`config.mk`:
```
export PLATFORM = sky130hd
export DESIGN_NAME = gpi_event_gen
export DESIGN_NICKNAME = d
export VERILOG_FILES = /design/src/rtl/gpi_evt_pkg.sv /design/src/rtl/gpi_pin_detector.sv /design/src/rtl/gpi_event_arbiter.sv /design/src/rtl/gpi_irq_status.sv /design/src/rtl/gpi_event_gen.sv
export SDC_FILE = /design/constraint.sdc
export NUM_CORES = 1
export LEC_CHECK = 0
export BUFFER_PORTS_ARGS = -buffer_cell sky130_fd_sc_hd__buf_4
export CAP_MARGIN = 20
export CORE_MARGIN = 1.5
export CORE_UTILIZATION = 54
export DETAILED_ROUTE_END_ITERATION = 7
export HOLD_SLACK_MARGIN = 0.08
export PLACE_DENSITY = 0.81
export SETUP_SLACK_MARGIN = 0.02
export SLEW_MARGIN = 20
export SYNTH_ARGS = -nofsm -noshare
export SYNTH_HDL_FRONTEND = slang
export SYNTH_HIERARCHICAL = 1
export SYNTH_SLANG_ARGS = --single-unit
export TNS_END_PERCENT = 100
```
`constraint.sdc`:
```
create_clock -name clk -period 2.9 [get_ports clk]
set_input_delay 0 -clock clk [delete_from_list [all_inputs] [get_ports clk]]
set_output_delay 0 -clock clk [all_outputs]
set_load 0.05 [all_outputs]
```
`src/rtl/gpi_evt_pkg.sv`:
```
package gpi_evt_pkg;
    localparam int GPI_ROWS  = 8;
    localparam int GPI_COLS  = 10;
    localparam int CODE_BASE = 97;

    typedef struct packed {
        logic       press;
        logic [6:0] code;
    } gpi_evt_t;

    function automatic gpi_evt_t evt_word(input int idx, input logic press);
        gpi_evt_t w;
        w.press = press;
        w.code  = 7'(CODE_BASE + idx);
        return w;
    endfunction
endpackage

```
`src/rtl/gpi_pin_detector.sv`:
```
module gpi_pin_detector (
    input  logic clk,
    input  logic rst,
    input  logic pin,
    input  logic level,
    input  logic stall,
    output logic watch_press,
    output logic hit_acc
);
    logic target;
    logic hit;

    assign target  = watch_press ? level : ~level;
    assign hit     = (pin == target);
    assign hit_acc = hit & ~stall;

    always_ff @(posedge clk) begin
        if (rst)          watch_press <= 1'b1;
        else if (hit_acc) watch_press <= ~watch_press;
    end

    // an accepted detection flips the watched level
    p_rearm_r3: assert property (@(posedge clk) disable iff (rst)
        hit_acc |=> (watch_press != $past(watch_press)));
endmodule

```
`src/rtl/gpi_event_arbiter.sv`:
```
module gpi_event_arbiter
    import gpi_evt_pkg::*;
#(
    parameter int NPIN = GPI_ROWS + GPI_COLS
) (
    input  logic            clk,
    input  logic            rst,
    input  logic [NPIN-1:0] set_press,
    input  logic [NPIN-1:0] set_rel,
    output logic [NPIN-1:0] press_pend,
    output logic [NPIN-1:0] rel_pend,
    output logic            evt_valid,
    output gpi_evt_t        evt_code
);
    localparam int IDX_W = $clog2(NPIN);

    logic             gnt_valid;
    logic             gnt_press;
    logic [IDX_W-1:0] gnt_idx;
    logic [NPIN-1:0]  gnt_hot;

    always_comb begin
        gnt_valid = 1'b0;
        gnt_press = 1'b0;
        gnt_idx   = '0;
        for (int i = NPIN - 1; i >= 0; i--) begin
            if (press_pend[i] | rel_pend[i]) begin
                gnt_valid = 1'b1;
                gnt_press = press_pend[i];
                gnt_idx   = IDX_W'(i);
            end
        end
    end

    assign gnt_hot = gnt_valid ? (NPIN'(1) << gnt_idx) : '0;

    always_ff @(posedge clk) begin
        if (rst) begin
            press_pend <= '0;
            rel_pend   <= '0;
            evt_valid  <= 1'b0;
            evt_code   <= '0;
        end else begin
            press_pend <= (press_pend & ~(gnt_hot & {NPIN{gnt_press}}))  | set_press;
            rel_pend   <= (rel_pend   & ~(gnt_hot & {NPIN{~gnt_press}})) | set_rel;
            evt_valid  <= gnt_valid;
            evt_code   <= gnt_valid ? evt_word(int'(gnt_idx), gnt_press) : '0;
        end
    end

    p_code_range_r2: assert property (@(posedge clk) disable iff (rst)
        evt_valid |-> (int'(evt_code.code) >= CODE_BASE &&
                       int'(evt_code.code) <  CODE_BASE + NPIN));

    p_push_from_pending_r10: assert property (@(posedge clk) disable iff (rst)
        evt_valid |-> $past(|(press_pend | rel_pend)));

    p_press_first_r10: assert property (@(posedge clk) disable iff (rst)
        (gnt_valid && !gnt_press) |-> !press_pend[gnt_idx]);
endmodule

```
`src/rtl/gpi_irq_status.sv`:
```
module gpi_irq_status #(
    parameter int NPIN = 18
) (
    input  logic            clk,
    input  logic            rst,
    input  logic [NPIN-1:0] det,
    input  logic [NPIN-1:0] irq_en,
    input  logic            istat_rd,
    input  logic            irq_clr,
    output logic [NPIN-1:0] istat,
    output logic            gpi_irq
);
    logic [NPIN-1:0] set_v;
    logic            rd_half;
    logic            rd_done;

    assign set_v   = det & irq_en;
    assign rd_done = istat_rd & rd_half;

    always_ff @(posedge clk) begin
        if (rst) begin
            istat   <= '0;
            rd_half <= 1'b0;
            gpi_irq <= 1'b0;
        end else begin
            if (istat_rd) rd_half <= ~rd_half;
            istat   <= (rd_done ? '0 : istat) | set_v;
            gpi_irq <= (|set_v) | (gpi_irq & ~irq_clr);
        end
    end

    p_first_read_keeps_r9: assert property (@(posedge clk) disable iff (rst)
        (istat_rd && !rd_half) |=> ((istat & $past(istat)) == $past(istat)));

    p_irq_clear_r8: assert property (@(posedge clk) disable iff (rst)
        (irq_clr && !(|set_v)) |=> !gpi_irq);

    p_istat_needs_en_r7: assert property (@(posedge clk) disable iff (rst)
        (istat & ~$past(istat) & ~$past(irq_en)) == '0);
endmodule

```
`src/rtl/gpi_event_gen.sv`:
```
module gpi_event_gen
    import gpi_evt_pkg::*;
#(
    parameter int N_ROW = GPI_ROWS,
    parameter int N_COL = GPI_COLS,
    localparam int NPIN = N_ROW + N_COL
) (
    input  logic            clk,
    input  logic            rst,
    input  logic [NPIN-1:0] pin_in,
    input  logic [NPIN-1:0] cfg_level,
    input  logic [NPIN-1:0] cfg_evt_en,
    input  logic [NPIN-1:0] cfg_irq_en,
    input  logic [NPIN-1:0] cfg_lock_mask,
    input  logic            cfg_lock_gate,
    input  logic            kp_locked,
    input  logic            istat_rd,
    input  logic            irq_clr,
    output logic            evt_valid,
    output logic [7:0]      evt_code,
    output logic [NPIN-1:0] istat,
    output logic            gpi_irq
);
    logic [NPIN-1:0] watch_press;
    logic [NPIN-1:0] hit_acc;
    logic [NPIN-1:0] stall;
    logic [NPIN-1:0] record;
    logic [NPIN-1:0] press_pend;
    logic [NPIN-1:0] rel_pend;
    logic [NPIN-1:0] set_press;
    logic [NPIN-1:0] set_rel;
    gpi_evt_t        evt_word_q;

    // a press waits while any word of its pin is pending; a release waits only on a pending release
    assign stall  = (watch_press & (press_pend | rel_pend)) | (~watch_press & rel_pend);
    assign record = cfg_evt_en & ~({NPIN{kp_locked & cfg_lock_gate}} & cfg_lock_mask);
    assign set_press = hit_acc &  watch_press & record;
    assign set_rel   = hit_acc & ~watch_press & record;

    for (genvar g = 0; g < NPIN; g++) begin : g_pin
        gpi_pin_detector u_det (
            .clk         (clk),
            .rst         (rst),
            .pin         (pin_in[g]),
            .level       (cfg_level[g]),
            .stall       (stall[g]),
            .watch_press (watch_press[g]),
            .hit_acc     (hit_acc[g])
        );
    end

    gpi_event_arbiter #(.NPIN(NPIN)) u_arb (
        .clk        (clk),
        .rst        (rst),
        .set_press  (set_press),
        .set_rel    (set_rel),
        .press_pend (press_pend),
        .rel_pend   (rel_pend),
        .evt_valid  (evt_valid),
        .evt_code   (evt_word_q)
    );

    assign evt_code = evt_word_q;

    gpi_irq_status #(.NPIN(NPIN)) u_stat (
        .clk      (clk),
        .rst      (rst),
        .det      (hit_acc),
        .irq_en   (cfg_irq_en),
        .istat_rd (istat_rd),
        .irq_clr  (irq_clr),
        .istat    (istat),
        .gpi_irq  (gpi_irq)
    );

    // a pin that may not record never gains a pending word
    p_gate_r5: assert property (@(posedge clk) disable iff (rst)
        ((press_pend | rel_pend) & ~$past(press_pend | rel_pend) & ~$past(record)) == '0);
endmodule

```
==> flow_metrics.tcl, run 1 <==
set metrics [dict create \
    hold_start "cfg_evt_en[6]" \
    netlist-cell-type-count 55 \
    cts_root_buf "clkbuf_8" \
    num_vias 5427 \
    cts_tree "yes" \
    synth_area_per_cell_um2 8.338 \
    slew_headroom_pct 48.41 \
    route.detailed.drc 7 \
    rr_worst_depth 8 \
    vdd_drop_max_uv 406.3 \
    grt_util_all_layers_pct 32.02 \
    seq_area_frac_synth_pct 33.49 \
    postCtsResizedCells 0 \
    start_util_pct 56.34 \
    antenna_cells 0 \
    synth_edf_count 0 \
    drive_above_1_share_pct 25.18 \
    boundaryPins 124 \
    power.density_mw_per_mm2 741.1 \
    cp_slowest_stage_delay_ns 0.60 \
    finalSetupViolations 0 \
    clock_sinks 83 \
    syn_inst 595 \
    min_path_type "input pin to register" \
    die_w_um 98.85 \
    crit_path_start_kind "register" \
    synthArstFlopShare_pct 0 \
    die_h_um 98.85 \
    path_max_fanout 10 \
    cp.arrival_ns 2.89 \
    multi_input_area_mm2 0.003087 \
    wl_per_cell_um 16.95 \
    grt_max_degree 73 \
    coreArea_mm2 0.008806 \
    synth_ff_type "dfxtp_1" \
    crit_chain "or4_1 > nand2b_1 > a31oi_1 > o211ai_1 > ha_1 > clkinv_1 > nor3_1 > a211oi_2" \
    min_period_over_period_pct 92.25 \
    numCtsBuffers 9 \
    rsz0062_at_grt "no" \
    drt_iter0_markers 236 \
    crit_path_end_kind "register" \
    hold_violations 0 \
    clock_skew_ns 0.01184 \
    netlist_area_mm2 0.004961 \
    synth_seq_cells 83 \
    num_rows 34 \
    antenna_found_initial 0 \
    status "complete, but fails checks" \
    grt.overflow.total 0 \
    hpwl_um 10010 \
    num-nets-final 923 \
    syn_nets 697 \
    fmax_mhz 373.8 \
    max-cap-violations 0 \
    crit_type "register to register" \
    tightest_slew_ns 0.7739 \
    tns_ns 0 \
    drt-total-wl_um 15830 \
    r2r-end "u_arb/rel_pend[4]" \
    ant_nets 0 \
    regArea_mm2 0.001662 \
    die_area_mm2 0.009771 \
    holdPathEnd "u_arb/rel_pend[6]" \
    violations "DRC" \
    clk_path_buf_depth 2 \
    mostFrequentLayoutCell "buf_4" \
    grt_pass1_vias 5359 \
    dr.pass1.iters 8 \
    nFillCells 561 \
    synthToLayoutAreaGrowth_pct 44.74 \
    cts_max_level 3 \
    final_cell_mix "buf_4, nor2_1, dlygate4sd3_1, dfxtp_1, a21oi_1" \
    slowest_stage "or4_1" \
    crit_required_ns 3.11 \
    leakage_uw 0.003099 \
    yosys_warnings 6 \
    regToRegSetupSlack_ns 0.22 \
    hold_path_depth 5 \
    clk_latency_ns 0.36 \
    rr_startpoint "u_arb/press_pend[15]" \
    via_per_inst 5.810 \
    portBuffers 123 \
    utilization_pct 81.54 \
    whs_ns 0.08911 \
    clk_pin_slew_worst_paths_ns 0.08 \
    grt_pass1_wl_um 25080 \
    min_period_ns 2.675 \
    gp_congestion 0.9339 \
    slew_viol_final 0 \
]
-- metrics by stage --
| stage | cell area [um2] | power, uW | cells | setup slack [ns] |
|---|---|---|---|---|
| CTS | 7181 | 5249 | 934 | 0.2507 |
| floorplan | 4961 | 3442 | 595 | 0.5851 |
| global route | 7181 | 5593 | 934 | 0.04642 |
| detailed placement | 5953 | 4171 | 818 | 0.2713 |
| finish | 7181 | 5321 | 934 | 0.2247 |
| global placement | 5953 | 4092 | 818 | 0.4072 |
-- power breakdown --
part / switching, uW / internal (uW)
combinational: 1680 / 1180
sequential: 189 / 1320
clock: 432 / 514
-- cell type report --
| class | instances | share of cell area [%] |
|---|---|---|
| tap | 108 | 1.882 |
| sequential | 83 | 23.14 |
| timing repair buffer | 232 | 27.74 |
| inverter | 21 | 1.098 |
| clock inverter | 5 | 1.185 |
| clock buffer | 11 | 1.969 |
| multi-input combinational | 474 | 42.99 |
-- worst max path at each step --
stage                         startpoint                   to  cells past startpoint
finish              u_arb/press_pend[15]    u_arb/rel_pend[4]                      8
global route        u_arb/press_pend[13]  u_arb/press_pend[6]                      8
CTS                 u_arb/press_pend[15]    u_arb/rel_pend[4]                      8
detailed placement  u_arb/press_pend[15]    u_arb/rel_pend[4]                      8
global placement    u_arb/press_pend[15]    u_arb/rel_pend[4]                      8
floorplan           u_arb/press_pend[15]   u_arb/rel_pend[11]                      9
-- logic make-up (layout without fill, tap and decap cells) --
group / after synthesis / count (layout) / synth area share [%]
simple gates: 272 / 272 / 27.74
compound gates: 159 / 159 / 24.16
flops: 83 / 83 / 33.49
buf+inv: 38 / 269 / 4.287
xor+xnor: 19 / 19 / 3.354
mux: 18 / 18 / 5.448
fa+ha+maj: 6 / 6 / 1.513
-- critical path, delay by kind of cell, from the launching register on --
kind	cells	cell delay, ns
fa+ha+maj	1	0.21
buf+inv	1	0.34
flops	1	0.34
compound gates	3	0.57
simple gates	3	1.08
-- cells in the mapped netlist, types with 3 or more instances --
library cell / instances / area [um2]
dfxtp_1: 83 / 1662
and2b_1: 18 / 135.1
a311oi_2: 4 / 60.06
or3_1: 3 / 18.77
nand2_1: 51 / 191.4
clkbuf_1: 7 / 26.28
o211ai_1: 3 / 22.52
inv_1: 18 / 67.56
nor2_1: 104 / 390.4
a211oi_1: 11 / 82.58
a21o_1: 18 / 135.1
o21ai_0: 4 / 20.02
mux2_4: 18 / 270.3
nor3b_1: 22 / 165.2
nand4_1: 4 / 25.02
nand3_1: 18 / 90.09
ha_1: 6 / 75.07
nor2b_1: 14 / 87.58
a21oi_1: 62 / 310.3
a211oi_2: 19 / 237.7
nand2_2: 4 / 25.02
nor4_1: 9 / 56.30
xnor2_1: 19 / 166.4
buf_6: 7 / 78.83
o31ai_1: 3 / 22.52
nor3_1: 5 / 25.02
nand2b_1: 6 / 37.54
and2_4: 3 / 26.28
a311oi_1: 19 / 166.4
-- layer usage --
layer / share of wire (%) / routed length [um] / track usage [%]
met4: 2.8 / 450 / 12.53
met5: 0 / 0 / 0
met1: 41 / 6478 / 37.24
met3: 4.8 / 756 / 4.539
met2: 51 / 8144 / 59.05
-- flip-flops by register name (all words and copies together) (netlist names) --
name,cells
g_pin.u_det/watch_press,18
u_arb/evt_code,8
u_arb/evt_valid,1
u_arb/press_pend,18
u_arb/rel_pend,18
u_stat/gpi_irq,1
u_stat/istat,18
u_stat/rd_half,1
-- repair_timing --
action,CTS,global route
endpoints found under the hold margin,74,0
hold buffers,100,0
buffers inserted,0,0
Note: power is estimated with default switching activity, not from simulation.
==> run 2: changes to the inputs <==
Settings changed: CORE_UTILIZATION 54 to 35, PLACE_DENSITY 0.81 to unset.
==> run 2 against run 1 <==
  * The run now ends clean
  * Hold slack better by 0.0021 ns
  * Core utilization is 29 points lower
  * Die area grew 52%
  * Routed wire length fell by 5.1%
  * Sequential share of layout area decreased by 0.52 points
  * Sequential cell count stayed put
  * Power up 5.2%
  * Non-clock buffer count down 2
  * Worst setup slack lost 0.00056 ns
  * Largest cell class unchanged
==> flow_metrics.tcl, run 2 (synthesis gave the netlist of run 1 again) <==
set metrics [dict create \
    status "finished, final reports clean" \
    slew_headroom_pct 42.33 \
    clk_latency_ns 0.34 \
    crit_chain "or4_1 > nand2b_1 > a31oi_1 > o211ai_1 > inv_1 > ha_1 > ha_1 > nand2_1 > nor2_1 > a211oi_1" \
    rsz0062_at_grt "no" \
    multi_input_area_mm2 0.003087 \
    grt_pass1_wl_um 23890 \
    highest_layer "met4" \
    mostFrequentLayoutCell "buf_4" \
    drt-met1-wl_um 6683 \
    grt_pass1_vias 5011 \
    drive_above_1_share_pct 25.49 \
    dr.pass1.iters 4 \
    die_h_um 122.1 \
    final_cell_mix "buf_4, nor2_1, dlygate4sd3_1, dfxtp_1, a21oi_1" \
    min_period_ns 2.676 \
    finalSetupViolations 0 \
    nFillCells 1318 \
    num_rows 43 \
    slew_viol_final 0 \
    slowest_stage "or4_1" \
    clock_sinks 83 \
    antenna_cells 0 \
    crit_required_ns 3.15 \
    cts_max_level 3 \
    coreArea_mm2 0.01388 \
    wl_met3_um 572 \
    route.detailed.drc 0 \
    grt.overflow.total 0 \
    gp_congestion 0.8976 \
    start_util_pct 35.74 \
    cts_root_buf "clkbuf_16" \
    crit_type "register to register" \
    wl_per_cell_um 14.97 \
    min_path_type "input pin to register" \
    via_per_inst 5.123 \
    drt-total-wl_um 15030 \
    num_vias 5143 \
    min_period_over_period_pct 92.27 \
    ant_nets 0 \
    die_area_mm2 0.01490 \
    crit_path_start_kind "register" \
    rr_startpoint "u_arb/press_pend[15]" \
    boundaryPins 124 \
    cp_common_cell "ha_1" \
    power.density_mw_per_mm2 761.9 \
    grt_util_all_layers_pct 20.39 \
    portBuffers 123 \
    drt_iter0_markers 309 \
    met2_length_um 7427 \
    hold_violations 0 \
    hpwl_um 10790 \
    vdd_drop_max_uv 411.9 \
    power_uw 5596 \
    leakage_uw 0.003137 \
    whs_ns 0.09121 \
    fmax_mhz 373.7 \
    numCtsBuffers 9 \
    cts_tree "yes" \
    tightest_slew_ns 0.8651 \
    num-nets-final 921 \
    crit_path_end_kind "register" \
    clk_path_buf_depth 2 \
    clock_skew_ns 0.005981 \
    antenna_found_initial 0 \
    regArea_mm2 0.001662 \
    synthToLayoutAreaGrowth_pct 48.05 \
    grt_max_degree 76 \
    path_max_fanout 5 \
    max-cap-violations 0 \
    die_w_um 122.1 \
    cp_slowest_stage_delay_ns 0.60 \
    tns_ns 0 \
    cp.arrival_ns 2.92 \
    clk_pin_slew_worst_paths_ns 0.06 \
    hold_start "cfg_evt_en[13]" \
    crit_start "u_arb/press_pend[15]" \
]
## run 2: cell types whose count changed in the layout (fill, tap and decap cells not counted), sizes merged
cell and change:
clkinvlp +1, inv -1, clkinv +1, buf +1
dlygate4sd3 -3, clkbuf -1
## run 2: final timing paths
kind | cells after the start | end | slack, ns
min reg2reg | 2 | u_stat/istat[5] | 0.46
max reg2reg | 10 | u_arb/rel_pend[3] | 0.22
max | 10 | u_arb/rel_pend[3] | 0.22
min | 5 | u_arb/rel_pend[13] | 0.09
## run 2: what timing repair did
action / 4_1_cts / 5_1_grt
gates resized for setup: 0 / 1
buffers inserted: 0 / 0
hold buffers: 97 / 0
endpoints found under the hold margin: 74 / 0
setup endpoints to repair: 0 / 2
## run 2: routing by layer
layer	GRT usage [%]	vias to the layer above
li1	-	2590
met1	25.07	2414
met2	35.99	119
met3	2.856	20
met4	7.776	0
met5	0	-
## run 2: area by class of cell
| class | count | share of cell area [%] |
|---|---|---|
| multi-input combinational | 474 | 42.03 |
| timing repair buffer | 230 | 26.81 |
| sequential | 83 | 22.62 |
| clock buffer | 10 | 3.118 |
| tap | 180 | 3.066 |
| clock inverter | 6 | 1.227 |
| inverter | 21 | 1.124 |
## run 2: report_power, final
group / internal [uW] / leakage (uW) / switching, uW / total, uW
clock: 756 / 0.000153 / 482 / 1240
combinational: 1190 / 0.00230 / 1650 / 2850
sequential: 1330 / 0.000684 / 183 / 1510
## run 2: worst max-delay path, delay by kind of cell (launching register included)
family / cells / cell delay [ns]
buf+inv: 1 / 0.11
simple gates: 4 / 0.91
flops: 1 / 0.34
compound gates: 3 / 0.73
fa+ha+maj: 2 / 0.48
## run 2: per-stage QoR
step | cell area [um2] | setup slack, ns | instances | util, %
3_3_place_gp | 6051 | 0.2980 | 891 | 43.59
2_1_floorplan | 4961 | 0.5851 | 595 | -
5_1_grt | 7345 | 0.04416 | 1004 | 52.91
4_1_cts | 7341 | 0.2004 | 1004 | 52.88
3_5_place_dp | 6051 | 0.2169 | 891 | 43.59
6_report | 7345 | 0.2241 | 1004 | 52.91
